**src/rtl/arx_pkg.sv**
```systemverilog
package arx_pkg;
    typedef enum logic {
        PH_IDLE = 1'b0,
        PH_RUN  = 1'b1
    } phase_e;

    localparam int unsigned DEF_WORD   = 32;
    localparam int unsigned DEF_KWORDS = 4;
    localparam int unsigned DEF_ROUNDS = 27;
    localparam int unsigned DEF_ROTR   = 8;
    localparam int unsigned DEF_ROTL   = 3;
endpackage

```
**src/rtl/arx_round.sv**
```systemverilog
module arx_round #(
    parameter int unsigned W    = 32,
    parameter int unsigned ROTR = 8,
    parameter int unsigned ROTL = 3
) (
    input  logic [W-1:0] a_in,
    input  logic [W-1:0] b_in,
    input  logic [W-1:0] mix_in,
    output logic [W-1:0] a_out,
    output logic [W-1:0] b_out
);
    logic [W-1:0] a_rot;
    logic [W-1:0] b_rot;
    logic [W-1:0] sum;

    always_comb begin
        a_rot = (a_in >> ROTR) | (a_in << (W - ROTR));
        sum   = a_rot + b_in;
        a_out = sum ^ mix_in;
        b_rot = (b_in << ROTL) | (b_in >> (W - ROTL));
        b_out = b_rot ^ a_out;
    end
endmodule

```
**src/rtl/arx_key_line.sv**
```systemverilog
module arx_key_line #(
    parameter int unsigned W     = 32,
    parameter int unsigned DEPTH = 3
) (
    input  logic               clk,
    input  logic               rst_n,
    input  logic               load,
    input  logic [DEPTH*W-1:0] seed,
    input  logic               shift,
    input  logic [W-1:0]       push_word,
    output logic [W-1:0]       head
);
    typedef logic [DEPTH-1:0][W-1:0] line_t;

    line_t words_d, words_q;
    line_t shifted;

    // Slot 0 is the oldest word; the new word enters at the top slot.
    for (genvar g = 0; g < DEPTH; g++) begin : g_slot
        if (g == DEPTH - 1) begin : g_top
            assign shifted[g] = push_word;
        end else begin : g_mid
            assign shifted[g] = words_q[g+1];
        end
    end

    always_comb begin
        words_d = words_q;
        if (load) begin
            words_d = line_t'(seed);
        end else if (shift) begin
            words_d = shifted;
        end
    end

    always_ff @(posedge clk or negedge rst_n) begin
        if (!rst_n) begin
            words_q <= '0;
        end else begin
            words_q <= words_d;
        end
    end

    assign head = words_q[0];
endmodule

```
**src/rtl/arx_block_core.sv**
```systemverilog
module arx_block_core #(
    parameter int unsigned W      = arx_pkg::DEF_WORD,
    parameter int unsigned KWORDS = arx_pkg::DEF_KWORDS,
    parameter int unsigned ROUNDS = arx_pkg::DEF_ROUNDS,
    parameter int unsigned ROTR   = arx_pkg::DEF_ROTR,
    parameter int unsigned ROTL   = arx_pkg::DEF_ROTL
) (
    input  logic              clk,
    input  logic              rst_n,
    input  logic              start,
    input  logic [KWORDS*W-1:0] key_in,
    input  logic [2*W-1:0]    pt_in,
    output logic [2*W-1:0]    ct_out,
    output logic              busy,
    output logic              done
);
    import arx_pkg::*;

    localparam int unsigned LDEPTH = KWORDS - 1;
    localparam int unsigned RW     = $clog2(ROUNDS);
    localparam logic [RW-1:0] LAST = RW'(ROUNDS - 1);

    typedef struct packed {
        phase_e        phase;
        logic [RW-1:0] rnd;
        logic [W-1:0]  x;
        logic [W-1:0]  y;
        logic [W-1:0]  k;
        logic          fin;
    } core_t;

    core_t st_d, st_q;

    logic [W-1:0] nx, ny;
    logic [W-1:0] nl, nk;
    logic [W-1:0] l_head;
    logic [W-1:0] rnd_word;
    logic         accept;
    logic         advance;

    assign rnd_word = {{(W-RW){1'b0}}, st_q.rnd};
    assign accept   = (st_q.phase == PH_IDLE) && start;
    assign advance  = (st_q.phase == PH_RUN);

    arx_round #(.W(W), .ROTR(ROTR), .ROTL(ROTL)) u_data (
        .a_in  (st_q.x),
        .b_in  (st_q.y),
        .mix_in(st_q.k),
        .a_out (nx),
        .b_out (ny)
    );

    // The same structure derives the schedule; the round index stands in for the key.
    arx_round #(.W(W), .ROTR(ROTR), .ROTL(ROTL)) u_sched (
        .a_in  (l_head),
        .b_in  (st_q.k),
        .mix_in(rnd_word),
        .a_out (nl),
        .b_out (nk)
    );

    arx_key_line #(.W(W), .DEPTH(LDEPTH)) u_line (
        .clk      (clk),
        .rst_n    (rst_n),
        .load     (accept),
        .seed     (key_in[KWORDS*W-1:W]),
        .shift    (advance),
        .push_word(nl),
        .head     (l_head)
    );

    always_comb begin
        st_d     = st_q;
        st_d.fin = 1'b0;
        if (accept) begin
            st_d.phase = PH_RUN;
            st_d.rnd   = '0;
            st_d.x     = pt_in[2*W-1:W];
            st_d.y     = pt_in[W-1:0];
            st_d.k     = key_in[W-1:0];
        end else if (advance) begin
            st_d.x = nx;
            st_d.y = ny;
            st_d.k = nk;
            if (st_q.rnd == LAST) begin
                st_d.phase = PH_IDLE;
                st_d.fin   = 1'b1;
            end else begin
                st_d.rnd = st_q.rnd + 1'b1;
            end
        end
    end

    always_ff @(posedge clk or negedge rst_n) begin
        if (!rst_n) begin
            st_q <= '{phase: PH_IDLE, rnd: '0, x: '0, y: '0, k: '0, fin: 1'b0};
        end else begin
            st_q <= st_d;
        end
    end

    assign ct_out = {st_q.x, st_q.y};
    assign busy   = (st_q.phase == PH_RUN);
    assign done   = st_q.fin;
endmodule

```
**config.mk**
```make
export PLATFORM = sky130hd
export DESIGN_NAME = arx_block_core
export DESIGN_NICKNAME = d
export VERILOG_FILES = /design/src/rtl/arx_pkg.sv /design/src/rtl/arx_round.sv /design/src/rtl/arx_key_line.sv /design/src/rtl/arx_block_core.sv
export SDC_FILE = /design/constraint.sdc
export NUM_CORES = 1
export LEC_CHECK = 0
export BUFFER_PORTS_ARGS = -buffer_cell sky130_fd_sc_hd__buf_2
export CORE_MARGIN = 3
export CORE_UTILIZATION = 61
export CTS_CLUSTER_SIZE = 14
export DETAILED_ROUTE_END_ITERATION = 7
export PLACE_DENSITY = 0.83
export RECOVER_POWER = 100
export SLEW_MARGIN = 10
export SYNTH_ARGS = -nofsm -noshare
export SYNTH_HDL_FRONTEND = slang
export SYNTH_SLANG_ARGS = --single-unit
```
**constraint.sdc**
```tcl
create_clock -name clk -period 5.1 [get_ports clk]
set_input_delay 0.255 -clock clk [delete_from_list [all_inputs] [get_ports clk]]
set_output_delay 0.255 -clock clk [all_outputs]
set_load 0.05 [all_outputs]
```
==> reports/qor.csv <==
metric,value,unit
async_flop_share,100.0,%
required,5.37,ns
grt_pass1_vias,10940,
grt_pass1_wl,59100,µm
core-area,21890,µm²
grt_util_all_layers,31.01,%
min_to,u_line.shifted[47],
period_minus_slack,3.636,ns
synthDistinctLibCells,66,
die_w,155.5,µm
yosysSeqAreaShare,36.55,%
yosys-top-cells-area,"dfrtp_1 (37%), mux2i_1 (9.9%), xnor2_1 (7.3%), o21ai_0 (6.2%), ha_1 (5.9%)",
crit_arrival,3.91,ns
dp_hpwl,28950,µm
r2r_cells,11,
drt-initial-drc-count,1037,
worst_setup_path_start_kind,input port,
start_util,62.24,%
rows,54,
cts.sinks,199,
drv_slew,239,
dieArea,24160,µm²
clock_latency,0.44,ns
cts_buffer_depth,2,
grt_max_degree,304,
worst_clock_skew,0.01262,ns
wl_per_cell,19.88,µm
hold_class,input port to register,
cts_tree,done,
yosys.area.top_type,dfrtp_1,
netlist_instances,1477,
hold_start,key_in[111],
drc,0,
violations,"capacitance limit, slew limit",
slew_headroom,-129.0,%
gp_congestion,0.9716,
root_buffer,clkbuf_16,
syn2layout_area_growth,10.01,%
syn-cell-area,13620,µm²
syn_nets,1738,
max_freq,275.0,MHz
ys_warn_count,0,
max_cap_viol_count,2,
nets,1877,
portBuffers,260,
critPathKind,input port to register,
r2r_slack,1.49,ns
r2r_end,ct_out[31],
synthFlopType,dfrtp_1,
cts_resized,0,
final_antenna_net_count,0,
crit_fanout,128,
antenna_found_initial,0,
cts_buffers,17,
drive_above_1_share,15.04,%
firstDrtPassIters,5,
r2r_start,ct_out[14],
n_fill_cell,1817,
finalSetupTns,0,ns
post-route-period-util,71.29,%
wl,37990,µm
status,"finished, violations left",
grt_setup_unrepaired,no,
worst_pin_slew,3.435,ns
synth_top_area_share,36.55,%
cts_setup_buffers,0,
syn_area_per_cell,9.224,µm²
h-tree-depth,4,
finalHoldViolCount,0,
num_io_pins,261,
globalRouteOverflowTotal,0,
synth_edf_count,0,
vias_per_cell,5.974,
hold_depth,3,
setup_viol,0,
vias,11420,
clkSlewWorstSetupHoldPaths,0.07,ns
fp.dieH,155.5,µm
end_kind,register,
yosys_register_bits,199,
ctsHoldBuffers,1,
[synthesized netlist by cell type, types with 7 or more instances]
cell      instances
ha_1             64
mux2i_1         135
a21oi_1         108
nand4_1           7
o21a_1            9
nand3_1          15
and3_1           10
nand2_1         177
xnor2_1         114
xor2_1           49
buf_4            64
buf_1            13
nor2_1           24
a211oi_1         57
nor2b_1          64
o21ai_0         168
clkbuf_1         66
inv_1            17
a21o_1           29
dfrtp_1         199
[logic make-up (layout without fill, tap and decap cells)]
| family | after synthesis | after routing | synth area share [%] |
|---|---|---|---|
| AO/OA/AOI/OAI | 423 | 423 | 18.72 |
| XOR/XNOR | 167 | 167 | 11.14 |
| adder cells (fa/ha/maj) | 66 | 66 | 6.171 |
| buffers and inverters | 164 | 316 | 6.383 |
| flip-flops | 199 | 199 | 36.55 |
| multiplexers | 138 | 138 | 10.17 |
| other | 0 | 2 | 0 |
| AND/OR/NAND/NOR | 320 | 320 | 10.87 |
[layer usage]
layer  up-vias  GRT usage [%]  wire length, µm
met5         -              0                0
met2       478          48.93            17520
met3        67          6.147             3053
li1       5409              -                -
met1      5463          42.98            16280
met4         0          10.75             1137
[worst max path at each step]
stage                     cells after the start            endpoint  slack (ns)       start
after floorplan                              13            st_q[29]        2.28     st_q[1]
after global placement                       12          ct_out[18]        2.02   ct_out[1]
after detailed placement                     12          ct_out[18]        1.99   ct_out[1]
after CTS                                    13          ct_out[18]        1.94  ct_out[40]
after global routing                          3          ct_out[26]         1.0       rst_n
final                                         5  u_line.shifted[36]        1.46       start
[sequential cells by signal (all words and copies together), names as in the netlist]
register        count
busy                1
ct_out             64
done                1
rnd_word            5
st_q               32
u_line.head        32
u_line.shifted     64
[cell usage in the layout, fill, tap and decap left out, types with 5 or more instances in the layout]
cell type / netlist / layout
o21a_1: 9 / 9
nor2_1: 24 / 24
o21bai_1: 6 / 6
nand2_1: 177 / 177
and3_1: 10 / 10
nor2b_1: 64 / 64
xor2_1: 49 / 49
inv_1: 17 / 17
clkbuf_16: 0 / 17
o211ai_1: 5 / 5
a21oi_1: 108 / 108
ha_1: 64 / 64
a211oi_1: 57 / 57
mux2i_1: 135 / 135
or3_1: 5 / 5
clkbuf_1: 66 / 66
nand2b_1: 5 / 5
a21o_1: 29 / 29
buf_2: 2 / 193
nand3_1: 15 / 15
o21ai_0: 168 / 173
dfrtp_1: 199 / 198
xnor2_1: 114 / 114
nand4_1: 7 / 7
a31oi_1: 6 / 6
[worst max-delay path, stage by stage]
cell	delay, ns
clkbuf_2	2.32
buf_4	0.86
nor2b_1	0.11
a211oi_1	0.24
a21oi_1	0.07
[layout make-up]
| cell class | count | area (µm²) | share of cell area, % |
|---|---|---|---|
| clock buffer | 19 | 442.9 | 2.955 |
| multi-input combinational | 1114 | 7737 | 51.62 |
| antenna | 2 | 5.005 | 0.03339 |
| clock inverter | 13 | 111.4 | 0.7430 |
| tap | 280 | 350.3 | 2.337 |
| sequential | 199 | 4984 | 33.25 |
| inverter | 18 | 67.56 | 0.4508 |
| timing repair buffer | 266 | 1290 | 8.607 |
[stage by stage]
step           util [%]  worst slack (ns)  hold slack, ns  area (µm²)  std cells
2_1_floorplan         -             2.276        -0.04059       13620       1477
3_3_place_gp      66.51             2.024          0.4293       14560       1876
3_5_place_dp      66.51             1.989          0.4308       14560       1876
4_1_cts           69.08             1.944         0.08445       15120       1909
5_1_grt           68.44            0.9998         0.09412       14980       1909
6_report          68.47             1.464         0.09523       14990       1911
Power is left out: the tool's default activity adds up to more than one toggle a clock period on the data nets, which glitch-free logic cannot reach.
